File: src/rtl/prox_seq_pkg.sv
// Shared definitions for the proximity cycle sequencer.
// Assumes: phase codes are visible at the top port and decoded by the bench.
package prox_seq_pkg;

    typedef enum logic [2:0] {
        PH_SLEEP  = 3'd0,
        PH_IDLE   = 3'd1,
        PH_INIT   = 3'd2,
        PH_ACCUM  = 3'd3,
        PH_SETTLE = 3'd4,
        PH_CONV   = 3'd5,
        PH_WAIT   = 3'd6
    } phase_e;

    // Two's-complement step register: value r gives 256 - r steps (1..256).
    function automatic logic [8:0] steps_from_reg(input logic [7:0] r);
        return 9'd256 - {1'b0, r};
    endfunction

endpackage

File: src/rtl/prox_step_timer.sv
// Step timer for the timed phases.
// Counts tick_us pulses into steps of TICKS_PER_STEP ticks, or of
// TICKS_PER_STEP*LONG_MULT ticks when long_step is high. It reports done on
// the final tick of the final step.
// Assumes: restart is high in the cycle before a new phase begins;
// num_steps is at least 1.
module prox_step_timer #(
    parameter int TICKS_PER_STEP = 2730,
    parameter int LONG_MULT      = 12
) (
    input  logic       clk,
    input  logic       rst_n,
    input  logic       restart,
    input  logic       run,
    input  logic       tick,
    input  logic       long_step,
    input  logic [8:0] num_steps,
    output logic       done
);
    localparam int LONG_TICKS = TICKS_PER_STEP * LONG_MULT;
    localparam int TW         = $clog2(LONG_TICKS + 1);

    logic [TW-1:0] tick_cnt;
    logic [8:0]    step_cnt;
    logic [TW-1:0] step_limit;
    logic          last_tick;
    logic          last_step;

    // Select the last tick index of a step.
    always_comb begin
        step_limit = long_step ? TW'(LONG_TICKS - 1) : TW'(TICKS_PER_STEP - 1);
        last_tick  = (tick_cnt == step_limit);
        last_step  = (step_cnt == (num_steps - 9'd1));
        done       = run && tick && last_tick && last_step;
    end

    // Advance the tick and step counters; clear them at each phase change.
    always_ff @(posedge clk) begin
        if (!rst_n || restart) begin
            tick_cnt <= '0;
            step_cnt <= '0;
        end else if (run && tick) begin
            if (last_tick) begin
                tick_cnt <= '0;
                step_cnt <= step_cnt + 9'd1;
            end else begin
                tick_cnt <= tick_cnt + TW'(1);
            end
        end
    end

endmodule

File: src/rtl/prox_pulse_train.sv
// LED pulse train generator for the accumulation phase.
// Emits pulse_count periods of PULSE_PERIOD ticks, with the LED high for the
// first PULSE_ON ticks of each. A zero count finishes at once without light.
// Assumes: PULSE_ON < PULSE_PERIOD; restart precedes each accumulation.
module prox_pulse_train #(
    parameter int PULSE_PERIOD = 16,
    parameter int PULSE_ON     = 7
) (
    input  logic       clk,
    input  logic       rst_n,
    input  logic       restart,
    input  logic       run,
    input  logic       tick,
    input  logic       light_ok,
    input  logic [7:0] pulse_count,
    output logic       led,
    output logic       done
);
    localparam int PW = $clog2(PULSE_PERIOD + 1);

    logic [PW-1:0] ptick;
    logic [7:0]    pnum;
    logic          none;
    logic          period_end;

    // Decode the pulse position, LED level and end of accumulation.
    always_comb begin
        none       = (pulse_count == 8'd0);
        period_end = tick && (ptick == PW'(PULSE_PERIOD - 1));
        led        = run && light_ok && !none && (ptick < PW'(PULSE_ON));
        done       = run && (none || (period_end && (pnum == pulse_count - 8'd1)));
    end

    // Step through the position in a period and the count of pulses.
    always_ff @(posedge clk) begin
        if (!rst_n || restart) begin
            ptick <= '0;
            pnum  <= '0;
        end else if (run && tick && !none) begin
            if (period_end) begin
                ptick <= '0;
                pnum  <= pnum + 8'd1;
            end else begin
                ptick <= ptick + PW'(1);
            end
        end
    end

endmodule

File: src/rtl/prox_seq_fsm.sv
// Phase controller of the proximity sequencer.
// Holds the phase register, chooses the next phase from the enables and the
// done flags of the timers, and registers the strobes and the valid flag.
// Assumes: tim_done and acc_done are combinational from the current phase.
module prox_seq_fsm
    import prox_seq_pkg::*;
(
    input  logic   clk,
    input  logic   rst_n,
    input  logic   bus_start,
    input  logic   pwr_on,
    input  logic   prox_en,
    input  logic   wait_en,
    input  logic   sleep_after_irq,
    input  logic   irq_active,
    input  logic   tim_done,
    input  logic   acc_done,
    output phase_e phase_q,
    output logic   restart,
    output logic   adc_start_q,
    output logic   result_ready_q,
    output logic   cycle_done_q,
    output logic   data_valid_q
);
    phase_e state_d;
    logic   conv_end;

    // Next-phase selection; power-off overrides every phase except Sleep.
    always_comb begin
        state_d = phase_q;
        if (!pwr_on && phase_q != PH_SLEEP) begin
            state_d = PH_SLEEP;
        end else begin
            unique case (phase_q)
                PH_SLEEP:  if (bus_start) state_d = PH_IDLE;
                PH_IDLE:   if (prox_en) state_d = PH_INIT;
                PH_INIT:   if (tim_done) state_d = PH_ACCUM;
                PH_ACCUM:  if (acc_done) state_d = PH_SETTLE;
                PH_SETTLE: if (tim_done) state_d = PH_CONV;
                PH_CONV: begin
                    if (tim_done) begin
                        if (irq_active && sleep_after_irq) state_d = PH_SLEEP;
                        else if (wait_en)                  state_d = PH_WAIT;
                        else                               state_d = PH_IDLE;
                    end
                end
                PH_WAIT:   if (tim_done) state_d = PH_IDLE;
                default:   state_d = PH_SLEEP;
            endcase
        end
        restart  = (state_d != phase_q);
        conv_end = (phase_q == PH_CONV) && tim_done && pwr_on;
    end

    // Phase register.
    always_ff @(posedge clk) begin
        if (!rst_n) phase_q <= PH_SLEEP;
        else        phase_q <= state_d;
    end

    // One-cycle strobes, aligned with the first cycle of the following phase.
    always_ff @(posedge clk) begin
        if (!rst_n) begin
            adc_start_q    <= 1'b0;
            result_ready_q <= 1'b0;
            cycle_done_q   <= 1'b0;
        end else begin
            adc_start_q    <= (state_d == PH_CONV) && (phase_q != PH_CONV);
            result_ready_q <= conv_end;
            cycle_done_q   <= (state_d == PH_IDLE) &&
                              ((phase_q == PH_CONV) || (phase_q == PH_WAIT));
        end
    end

    // Valid flag: set by a finished conversion, cleared while proximity is off.
    always_ff @(posedge clk) begin
        if (!rst_n || !prox_en) data_valid_q <= 1'b0;
        else if (conv_end)      data_valid_q <= 1'b1;
    end

endmodule

File: src/rtl/prox_cycle_seq.sv
// Top of the proximity measurement cycle sequencer.
// Joins the phase controller, one shared step timer for the timed phases and
// the LED pulse train. It selects the step count and step length per phase.
// Assumes: tick_us is a single-clock pulse from an external timebase.
module prox_cycle_seq
    import prox_seq_pkg::*;
#(
    parameter int TICKS_PER_STEP = 2730,
    parameter int LONG_MULT      = 12,
    parameter int PULSE_PERIOD   = 16,
    parameter int PULSE_ON       = 7
) (
    input  logic       clk,
    input  logic       rst_n,
    input  logic       tick_us,
    input  logic       bus_start,
    input  logic       pwr_on,
    input  logic       prox_en,
    input  logic       wait_en,
    input  logic       long_wait,
    input  logic       sleep_after_irq,
    input  logic       irq_active,
    input  logic [7:0] pulse_count,
    input  logic [7:0] ptime,
    input  logic [7:0] wtime,
    output logic       led_on,
    output logic       integ_en,
    output logic       adc_start,
    output logic       result_ready,
    output logic       cycle_done,
    output logic       data_valid,
    output logic [2:0] phase_o
);
    phase_e     phase_q;
    logic       restart;
    logic       tim_done;
    logic       acc_done;
    logic       tim_run;
    logic       acc_run;
    logic       long_step;
    logic [8:0] num_steps;

    // Step count and step length for the current timed phase.
    always_comb begin
        tim_run   = 1'b1;
        long_step = 1'b0;
        num_steps = 9'd1;
        unique case (phase_q)
            PH_INIT, PH_SETTLE: num_steps = 9'd1;
            PH_CONV:            num_steps = steps_from_reg(ptime);
            PH_WAIT: begin
                num_steps = steps_from_reg(wtime);
                long_step = long_wait;
            end
            default:            tim_run = 1'b0;
        endcase
        acc_run  = (phase_q == PH_ACCUM);
        integ_en = acc_run && pwr_on;
        phase_o  = phase_q;
    end

    prox_seq_fsm u_fsm (
        .clk             (clk),
        .rst_n           (rst_n),
        .bus_start       (bus_start),
        .pwr_on          (pwr_on),
        .prox_en         (prox_en),
        .wait_en         (wait_en),
        .sleep_after_irq (sleep_after_irq),
        .irq_active      (irq_active),
        .tim_done        (tim_done),
        .acc_done        (acc_done),
        .phase_q         (phase_q),
        .restart         (restart),
        .adc_start_q     (adc_start),
        .result_ready_q  (result_ready),
        .cycle_done_q    (cycle_done),
        .data_valid_q    (data_valid)
    );

    prox_step_timer #(
        .TICKS_PER_STEP (TICKS_PER_STEP),
        .LONG_MULT      (LONG_MULT)
    ) u_timer (
        .clk       (clk),
        .rst_n     (rst_n),
        .restart   (restart),
        .run       (tim_run),
        .tick      (tick_us),
        .long_step (long_step),
        .num_steps (num_steps),
        .done      (tim_done)
    );

    prox_pulse_train #(
        .PULSE_PERIOD (PULSE_PERIOD),
        .PULSE_ON     (PULSE_ON)
    ) u_pulse (
        .clk         (clk),
        .rst_n       (rst_n),
        .restart     (restart),
        .run         (acc_run),
        .tick        (tick_us),
        .light_ok    (pwr_on),
        .pulse_count (pulse_count),
        .led         (led_on),
        .done        (acc_done)
    );

endmodule

File: config.mk
export PLATFORM = sky130hd
export DESIGN_NAME = prox_cycle_seq
export DESIGN_NICKNAME = d
export VERILOG_FILES = /design/src/rtl/prox_seq_pkg.sv /design/src/rtl/prox_step_timer.sv /design/src/rtl/prox_pulse_train.sv /design/src/rtl/prox_seq_fsm.sv /design/src/rtl/prox_cycle_seq.sv
export SDC_FILE = /design/constraint.sdc
export NUM_CORES = 1
export LEC_CHECK = 0
export BUFFER_PORTS_ARGS = -buffer_cell sky130_fd_sc_hd__clkbuf_2
export CAP_MARGIN = 5
export CORE_UTILIZATION = 40
export CTS_CLUSTER_SIZE = 10
export DETAILED_ROUTE_END_ITERATION = 12
export PLACE_DENSITY_LB_ADDON = 0.05
export REMOVE_ABC_BUFFERS = 1
export SLEW_MARGIN = 25
export SYNTH_ARGS = -nofsm -noshare
export SYNTH_HDL_FRONTEND = slang
export SYNTH_SLANG_ARGS = --single-unit
File: constraint.sdc
create_clock -name clk -period 3.6 [get_ports clk]
set_input_delay 0.18 -clock clk [delete_from_list [all_inputs] [get_ports clk]]
set_output_delay 0.18 -clock clk [all_outputs]
set_load 0.02 [all_outputs]
==> results of run 1 <==
registers in the layout, summed over array words and instances, names as in the netlist:
register,cells
u_timer.tick_cnt,15
u_timer.step_cnt,9
u_pulse.pnum,8
u_pulse.ptick,5
u_fsm.phase_q,3
u_fsm.adc_start_q,1
u_fsm.cycle_done_q,1
u_fsm.data_valid_q,1
u_fsm.result_ready_q,1
cell type report:
| class | count | share of cell area (%) |
|---|---|---|
| multi-input combinational | 358 | 61.7 |
| sequential | 44 | 22.6 |
| timing repair buffer | 58 | 8.43 |
| tap | 105 | 3.35 |
| clock buffer | 6 | 2.11 |
| clock inverter | 2 | 0.989 |
| inverter | 8 | 0.830 |
through the flow:
stage | hold WS (ns) | std cells | TNS, ns | area (sq um) | total power [mW]
4_1_cts | 0.121 | 575 | 0 | 3830 | 1.09
3_3_place_gp | 0.440 | 567 | 0 | 3700 | 0.680
5_1_grt | 0.143 | 581 | 0 | 3920 | 1.13
2_1_floorplan | 0.313 | 410 | -12.33 | 3280 | 0.605
3_5_place_dp | 0.439 | 567 | 0 | 3700 | 0.680
6_report | 0.131 | 581 | 0 | 3920 | 1.08
layer usage:
layer | vias up | track usage (%)
li1 | 1621 | -
met1 | 1464 | 25.1
met2 | 55 | 33.3
met3 | 7 | 2.85
met4 | 0 | 5.26
met5 | - | 0
power breakdown:
group          internal, mW  leakage (nW)  switching (mW)
clock                 0.227        0.0614           0.180
combinational        0.0713          1.10           0.107
sequential            0.489         0.356         0.00340
total                 0.787          1.52           0.290
worst max-delay path by stage:
stage                           startpoint                       endpoint  slack [ns]  cells after the start
5_1_grt        u_fsm.phase_q[0]$_SDFF_PN0_   u_pulse.pnum[5]$_SDFFE_PP0P_       0.006                     15
3_3_place_gp   u_fsm.phase_q[1]$_SDFF_PN0_  u_fsm.cycle_done_q$_SDFF_PN0_        0.09                     13
6_report       u_fsm.phase_q[0]$_SDFF_PN0_   u_pulse.pnum[3]$_SDFFE_PP0P_        0.22                     15
3_5_place_dp   u_fsm.phase_q[1]$_SDFF_PN0_  u_fsm.cycle_done_q$_SDFF_PN0_        0.01                     12
2_1_floorplan  u_fsm.phase_q[2]$_SDFF_PN0_   u_pulse.pnum[0]$_SDFFE_PP0P_       -0.51                     12
4_1_cts        u_fsm.phase_q[1]$_SDFF_PN0_  u_fsm.cycle_done_q$_SDFF_PN0_        0.04                     12
cells in the mapped netlist (3+ instances only):
master | instances | share of area [%]
inv_1 | 7 | 0.78
o31ai_1 | 3 | 0.67
nand3b_1 | 4 | 0.90
xnor2_1 | 23 | 6.0
clkbuf_1 | 5 | 0.56
nand2b_1 | 4 | 0.75
o21ai_0 | 11 | 1.6
or2_1 | 3 | 0.56
o211ai_1 | 4 | 0.90
nor3_1 | 8 | 1.2
a211oi_1 | 3 | 0.67
nand3_1 | 18 | 2.7
ha_1 | 7 | 2.6
o21a_1 | 3 | 0.67
or4_1 | 3 | 0.67
dfxtp_1 | 44 | 26
nand4_1 | 15 | 2.8
and2_1 | 3 | 0.56
buf_2 | 6 | 0.90
mux2i_1 | 7 | 2.1
xor2_1 | 31 | 8.1
o21ai_1 | 3 | 0.45
nor4_1 | 5 | 0.93
and4_1 | 3 | 0.78
o21bai_1 | 3 | 0.67
nor3b_1 | 5 | 1.1
and3_1 | 9 | 1.7
nor4_2 | 3 | 1.1
a31oi_1 | 5 | 0.93
or3_1 | 6 | 1.1
nor2_1 | 67 | 7.5
nand2_1 | 42 | 4.7
a21oi_1 | 14 | 2.1
repair_timing:
| action | in CTS | in global routing |
|---|---|---|
| setup buffers | 0 | 6 |
| pin swaps | 0 | 7 |
| gates resized for setup | 1 | 11 |
| endpoints found under the setup margin | 1 | 28 |
kinds of logic (layout without fill, tap and decap cells):
| kind of cell | count (synthesis) | count (layout) |
|---|---|---|
| flops | 44 | 44 |
| xor+xnor | 55 | 55 |
| fa+ha+maj | 7 | 7 |
| buf+inv | 21 | 74 |
| compound gates | 71 | 71 |
| mux | 8 | 8 |
| simple gates | 217 | 217 |
critical path, delay by kind of cell (launching register included):
| kind | cells | cell delay, ns |
|---|---|---|
| and+or+nand+nor | 6 | 1.42 |
| AOI/OAI and AO/OA | 4 | 0.58 |
| buffers and inverters | 2 | 0.37 |
| DFF | 1 | 0.34 |
| muxes | 1 | 0.21 |
| adders and majority gates | 1 | 0.20 |
| xor gates and xnor gates | 1 | 0.18 |
==> results.tsv, run 1 <==
metric	value	unit
start_util	41.0	%
first_pass_iters	4	
met2_wirelength	3.91	mm
min_to	u_fsm.data_valid_q$_SDFFE_PP0P_	
cp-end-kind	register	
dr_wl_met3	196	um
ys.flop_type	dfxtp_1	
muxShareOfSynthArea	2.43	%
cp.required	3.79	ns
cts_tree	yes	
grt_pass1_vias	2973	
drive_above_1_share	20.2	%
grt_max_degree	15	
min_from	prox_en	
r2r-end	u_pulse.pnum[3]$_SDFFE_PP0P_	
ys_seq_elements	44	
mostFrequentLayoutCell	nor2_1	
highest_layer	met4	
leakagePower	1.52	nW
pre_cts_slack	0.0108	ns
ys_async_sr_fraction	0	%
crit_path_start_kind	register	
cts_sinks	44	
worst-r2r-setup-slack	0.22	ns
max_slew_margin	65.3	%
worst_pin_slew	0.516	ns
synth_xor_area_share	14.8	%
track_usage	19.3	%
synth_top_family_by_area	simple AND/OR/NAND/NOR gates	
cts_made_buffers	5	
antennaDiodeCount	0	
final_net_count	516	
synth_edf_count	0	
dp_hpwl	6.17	mm
die_x	93.5	um
fmax	296	MHz
fin_crit	3.38	ns
status	complete, no violations	
critPathKind	reg -> reg	
slew_violations	0	
cp_max_fo	13	
drt_iter0_drc	207	
regArea	886	sq um
path_clk_slew	0.09	ns
synthAdderAreaFrac	2.61	%
gp_congestion	0.826	
core	0.00818	sq mm
ant_nets	0	
setup_violations	0	
path_cells	and3b_1 -> mux2i_1 -> ha_2 -> buf_4 -> xor2_1 -> o22ai_2 -> nor3_4 -> nor3b_2 -> a211oi_1 -> or4_4 -> o211ai_4 -> nand3_4 -> o21bai_2 -> buf_4 -> nor2_1	
synth_cell_types	73	
num_vias	3147	
cp_common_cell	buf_4	
grt_pass1_wl	13.8	mm
multi_input_area	0.00242	sq mm
seq_area_frac_synth	26.3	%
die_area	0.00875	sq mm
mostFrequentLayoutCells	nor2_1, nand2_1, clkbuf_2, dfxtp_1, xor2_1	
routed_wl	8.03	mm
viasPerCell	5.42	
clock-root-buffer	clkbuf_8	
area.growth.synth_to_final	17.0	%
fin_util	47.9	%
power_density	275	mW/mm^2
syn_area	0.00335	sq mm
rsz0062_at_grt	no	
arrival	3.57	ns
fillers	827	
drcViolationCount	0	
syn_inst	423	
hold_depth	2	
cts-hold-fix-buffers	0	
peakVddDrop	0.000176	V
drv_cap	0	
clock_path_buffers	2	
min_period_over_period	93.9	%
reg2reg_depth	15	
ioPinCount	43	
syn_area_per_cell	7.92	sq um
rr_startpoint	u_fsm.phase_q[0]$_SDFF_PN0_	
wl_met1	3.81	mm
worst_slack	0.221	ns
overflow	0	
skew	0.00874	ns
wl_per_cell	13.8	um
htree_levels	2	
hp-class	in -> reg	
slowest_stage	or4_4	
synth-simple-area-share	35.4	%
io_buffers	42	
yosysWarnings	0	
num_rows	33	
synth-compound-area-share	15.5	%
grt_antenna_before_repair	0	
hold_viol_final	0	
chipHeight	93.5	um
slowest_delay	0.54	ns
clock_latency	0.30	ns
No activity file was read; power rests on OpenSTA's default activity.
==> inputs of run 2 (changes only) <==
Settings changed: PLACE_DENSITY_LB_ADDON 0.05 to unset.
==> run 2 against run 1 <==
Compared with the run above:
- total power decreased by 9.4%
- clock skew decreased by 0.0024 ns
- critical path depth decreased by 3
- sequential share of layout area increased by 0.29 points
- combinational power about the same
- count of clock-buffer cells in the layout decreased by 1
- hold slack got worse by 0.0043 ns
- utilization decreased by 0.75 points
==> results.tsv, run 2 (synthesized netlist as in run 1, its figures left out) <==
metric	value	unit
status	complete, no violations	
r2r-end	u_fsm.cycle_done_q$_SDFF_PN0_	
antennaDiodeCount	0	
clock-root-buffer	clkbuf_8	
setup_violations	0	
ant_nets	0	
core	0.00818	sq mm
critPathKind	reg -> reg	
reg2reg_depth	12	
grt_max_degree	23	
fin_crit	3.43	ns
fmax	292	MHz
grt_pass1_vias	2879	
cts_tree	yes	
min_period_over_period	95.2	%
hold_depth	2	
htree_levels	2	
grt_antenna_before_repair	0	
routed_wl	7.83	mm
power_density	253	mW/mm^2
crit_path_start_kind	register	
regArea	883	sq um
area.growth.synth_to_final	15.2	%
clock_path_buffers	2	
cts_sinks	44	
leakagePower	1.47	nW
grt_pass1_wl	13.3	mm
design_power_total	0.976	mW
slew_violations	0	
peakVddDrop	0.000191	V
cts-hold-fix-buffers	0	
cp.required	3.82	ns
cp_num_cells	12	
num_vias	3121	
io_buffers	42	
path_cells	and3b_2 -> mux2i_1 -> ha_2 -> or3b_4 -> or2_4 -> a32oi_4 -> a211oi_2 -> or4_4 -> o211ai_4 -> nand3_4 -> a31oi_2 -> nor3b_2	
num_rows	33	
hp-class	in -> reg	
viasPerCell	5.45	
hold_viol_final	0	
min_to	u_fsm.data_valid_q$_SDFFE_PP0P_	
max_slew_margin	44.3	%
top_regs	u_timer.tick_cnt x15, u_timer.step_cnt x9, u_pulse.pnum x8	
chipHeight	93.5	um
dp_hpwl	6.02	mm
start_util	41.0	%
overflow	0	
first_pass_iters	4	
drv_cap	0	
cp-end-kind	register	
crit_buf_inv	0	
skew	0.00637	ns
clock_latency	0.30	ns
arrival	3.65	ns
worst_pin_slew	0.829	ns
die_x	93.5	um
gp_congestion	0.842	
cp_top_family	simple AND/OR/NAND/NOR gates	
ioPinCount	43	
multi_input_area	0.00244	sq mm
cp_max_fo	7	
slowest_stage	or4_4	
path_clk_slew	0.08	ns
slowest_delay	0.53	ns
mostFrequentLayoutCell	nor2_1	
drcViolationCount	0	
fillers	827	
fin_util	47.2	%
track_usage	19.1	%
largest_register	u_timer.tick_cnt	
final_net_count	509	
min_from	prox_en	
drt_iter0_drc	72	
mostFrequentLayoutCells	nor2_1, nand2_1, clkbuf_2, dfxtp_1, xor2_1	
drive_above_1_share	20.3	%
worst-r2r-setup-slack	0.17	ns
cts_made_buffers	5	
die_area	0.00875	sq mm
largest_register_ffs	15	
rr_startpoint	u_fsm.phase_q[0]$_SDFF_PN0_	
wl_per_cell	13.7	um
[run 2: worst max-delay path by stage]
| stage | from | end | slack [ns] |
|---|---|---|---|
| detailed placement | u_fsm.phase_q[1]$_SDFF_PN0_ | u_fsm.cycle_done_q$_SDFF_PN0_ | 0.06 |
| global route | u_fsm.phase_q[0]$_SDFF_PN0_ | u_fsm.phase_q[1]$_SDFF_PN0_ | -0.007 |
| floorplan | u_fsm.phase_q[2]$_SDFF_PN0_ | u_pulse.pnum[0]$_SDFFE_PP0P_ | -0.51 |
| CTS | u_fsm.phase_q[1]$_SDFF_PN0_ | u_fsm.cycle_done_q$_SDFF_PN0_ | 0.03 |
| global placement | u_fsm.phase_q[1]$_SDFF_PN0_ | u_fsm.cycle_done_q$_SDFF_PN0_ | 0.15 |
| finish | u_fsm.phase_q[0]$_SDFF_PN0_ | u_fsm.cycle_done_q$_SDFF_PN0_ | 0.17 |
[run 2: repair_timing]
action | CTS | global route
endpoints found under the setup margin | 0 | 28
setup buffers | 0 | 0
gates resized for setup | 0 | 18
[run 2: final cells by class]
class | instances | area share [%]
Tap cell | 105 | 3.40
Timing Repair Buffer | 51 | 7.52
Clock buffer | 5 | 1.78
Sequential cell | 44 | 22.9
Multi-Input combinational cell | 358 | 63.2
Inverter | 8 | 0.843
Clock inverter | 2 | 0.324
[run 2: report_power, final]
group | switching (mW) | total (mW) | internal, mW
clock network | 0.171 | 0.303 | 0.132
logic | 0.108 | 0.181 | 0.0735
registers | 0.00276 | 0.492 | 0.489
[run 2: per-stage QoR]
stage               instances  setup TNS, ns  hold WS [ns]  worst slack [ns]  area, sq um
detailed placement        566              0         0.438            0.0560         3700
floorplan                 410         -12.33         0.313            -0.506         3280
global placement          566              0         0.432             0.147         3700
CTS                       573              0         0.122            0.0298         3790
global route              573       -0.00701         0.139          -0.00701         3860
finish                    573              0         0.126             0.173         3860
[run 2: metal layers]
layer  up-vias  routed length, um  global-route usage (%)
li1       1603                  -                       -
met1      1445               3890                    25.7
met2        69               3600                    31.1
met3         4                279                    3.17
met4         0                 61                    5.51
met5         -                  0                       0
==> inputs of run 3 (changes only) <==
Settings changed: CELL_PAD_IN_SITES_DETAIL_PLACEMENT set to 0, CELL_PAD_IN_SITES_GLOBAL_PLACEMENT set to 2, CORE_UTILIZATION 40 to 31, CTS_CLUSTER_SIZE 10 to unset, PLACE_DENSITY_LB_ADDON set to 0.1.
==> run 3 against run 2 <==
Compared with the run above:
- register-to-register slack worse by 0.02 ns
- critical path depth did not move
- via count down 0.58%
- cell count is 6.6% higher
- non-clock buffer count up 6
- sequential power barely moved
- sequential share of layout area decreased by 0.70 points
- fmax decreased by 0.49%
==> results.tsv, run 3 (synthesized netlist as in run 1, its figures left out) <==
metric	value	unit
cts-hold-fix-buffers	0	
cts_sinks	44	
mostFrequentLayoutCell	nor2_1	
die_x	106	um
holdWs	0.119	ns
overflow	0	
rr_startpoint	u_fsm.phase_q[0]$_SDFF_PN0_	
viasPerCell	5.08	
io_buffers	42	
arrival	3.68	ns
clock_path_buffers	2	
ioPinCount	43	
min_to	u_fsm.data_valid_q$_SDFFE_PP0P_	
power_density	271	mW/mm^2
grt_pass1_vias	2917	
final_net_count	515	
num_rows	37	
num_vias	3103	
grt_antenna_before_repair	0	
cp.required	3.83	ns
routed_wl	8.56	mm
slowest_stage	or4_4	
grt_max_degree	23	
grt_pass1_wl	14.3	mm
pre_cts_slack	0.0382	ns
gp_congestion	0.763	
clock_latency	0.31	ns
status	complete, no violations	
skew	0.00903	ns
slowest_delay	0.53	ns
clock-root-buffer	clkbuf_8	
fin_util	38.2	%
cts_made_buffers	5	
reg2reg_depth	12	
largest_register_ffs	15	
first_pass_iters	4	
dp_hpwl	6.71	mm
mostFrequentLayoutCells	nor2_1, nand2_1, clkbuf_2, dfxtp_1, xor2_1	
min_from	prox_en	
top_regs	u_timer.tick_cnt x15, u_timer.step_cnt x9, u_pulse.pnum x8	
slew_violations	0	
largest_register	u_timer.tick_cnt	
wl_per_cell	14.0	um
worst_slack	0.156	ns
drt_iter0_drc	108	
drv_cap	0	
drive_above_1_share	20.8	%
leakagePower	1.51	nW
drcViolationCount	0	
max_slew_margin	48.0	%
setup_violations	0	
worst_pin_slew	0.774	ns
die_area	0.0112	sq mm
path_cells	and3b_1 -> mux2i_1 -> ha_2 -> or3b_4 -> or2_4 -> a32oi_4 -> a211oi_2 -> or4_4 -> o211ai_4 -> nand3_4 -> or3_1 -> a31oi_1	
fmax	290	MHz
peakVddDrop	0.000148	V
track_usage	16.0	%
chipHeight	106	um
crit_buf_inv	0	
start_util	32.2	%
path_clk_slew	0.09	ns
min_period_over_period	95.7	%
fin_crit	3.44	ns
core	0.0104	sq mm
htree_levels	2	
cp-end-kind	register	
critPathKind	reg -> reg	
cts_tree	yes	
worst-r2r-setup-slack	0.16	ns
hold_depth	2	
hp-class	in -> reg	
cp_top_family	simple AND/OR/NAND/NOR gates	
area.growth.synth_to_final	18.8	%
ant_nets	0	
crit_path_start_kind	register	
cp_max_fo	6	
antennaDiodeCount	0	
hold_viol_final	0	
r2r-end	u_fsm.phase_q[1]$_SDFF_PN0_	
[run 3: cell types whose count changed in the layout (fill, tap and decap cells not counted), sizes merged]
cell / delta
bufinv: +1
buf: +6
[run 3: metrics by stage]
stage | TNS [ns] | cell area [sq um] | power, mW | cells
after floorplan | -12.33 | 3280 | 0.605 | 410
after global placement | 0 | 3750 | 0.686 | 598
after detailed placement | 0 | 3750 | 0.687 | 598
after CTS | 0 | 3860 | 1.09 | 606
after global routing | -0.0225 | 3980 | 1.13 | 611
final | 0 | 3980 | 1.08 | 611
[run 3: layout make-up]
type / instances / area (sq um)
clock buffers: 5 / 68.8
clock inverters: 3 / 42.5
fillers: 1136 / 6440
inverters: 8 / 32.5
multi-input cells: 358 / 2450
flip-flops and latches: 44 / 883
well taps: 136 / 170
repair buffers: 57 / 335
[run 3: worst max path at each step]
stage                           startpoint  depth (start not counted)                       endpoint
3_5_place_dp   u_fsm.phase_q[1]$_SDFF_PN0_                         13    u_fsm.phase_q[1]$_SDFF_PN0_
2_1_floorplan  u_fsm.phase_q[2]$_SDFF_PN0_                         12   u_pulse.pnum[0]$_SDFFE_PP0P_
5_1_grt        u_fsm.phase_q[0]$_SDFF_PN0_                         14  u_fsm.cycle_done_q$_SDFF_PN0_
6_report       u_fsm.phase_q[0]$_SDFF_PN0_                         12    u_fsm.phase_q[1]$_SDFF_PN0_
4_1_cts        u_fsm.phase_q[1]$_SDFF_PN0_                         13    u_fsm.phase_q[1]$_SDFF_PN0_
3_3_place_gp   u_fsm.phase_q[1]$_SDFF_PN0_                         13    u_fsm.phase_q[1]$_SDFF_PN0_
[run 3: where the power goes]
| part | switching [mW] | internal, mW |
|---|---|---|
| logic | 0.113 | 0.0788 |
| clock network | 0.188 | 0.206 |
| registers | 0.00299 | 0.489 |
| total | 0.304 | 0.774 |
[run 3: layer usage]
metal	up-vias	global-route usage [%]	wire, um
li1	1624	-	-
met1	1430	20.4	4150
met2	41	27.5	4060
met3	8	2.70	243
met4	0	4.66	104
met5	-	0	0
[run 3: repair_timing]
item / in CTS / in global routing
hold endpoints to repair: 0 / 0
setup endpoints to repair: 0 / 28
resized for setup: 0 / 17
setup buffers: 0 / 5
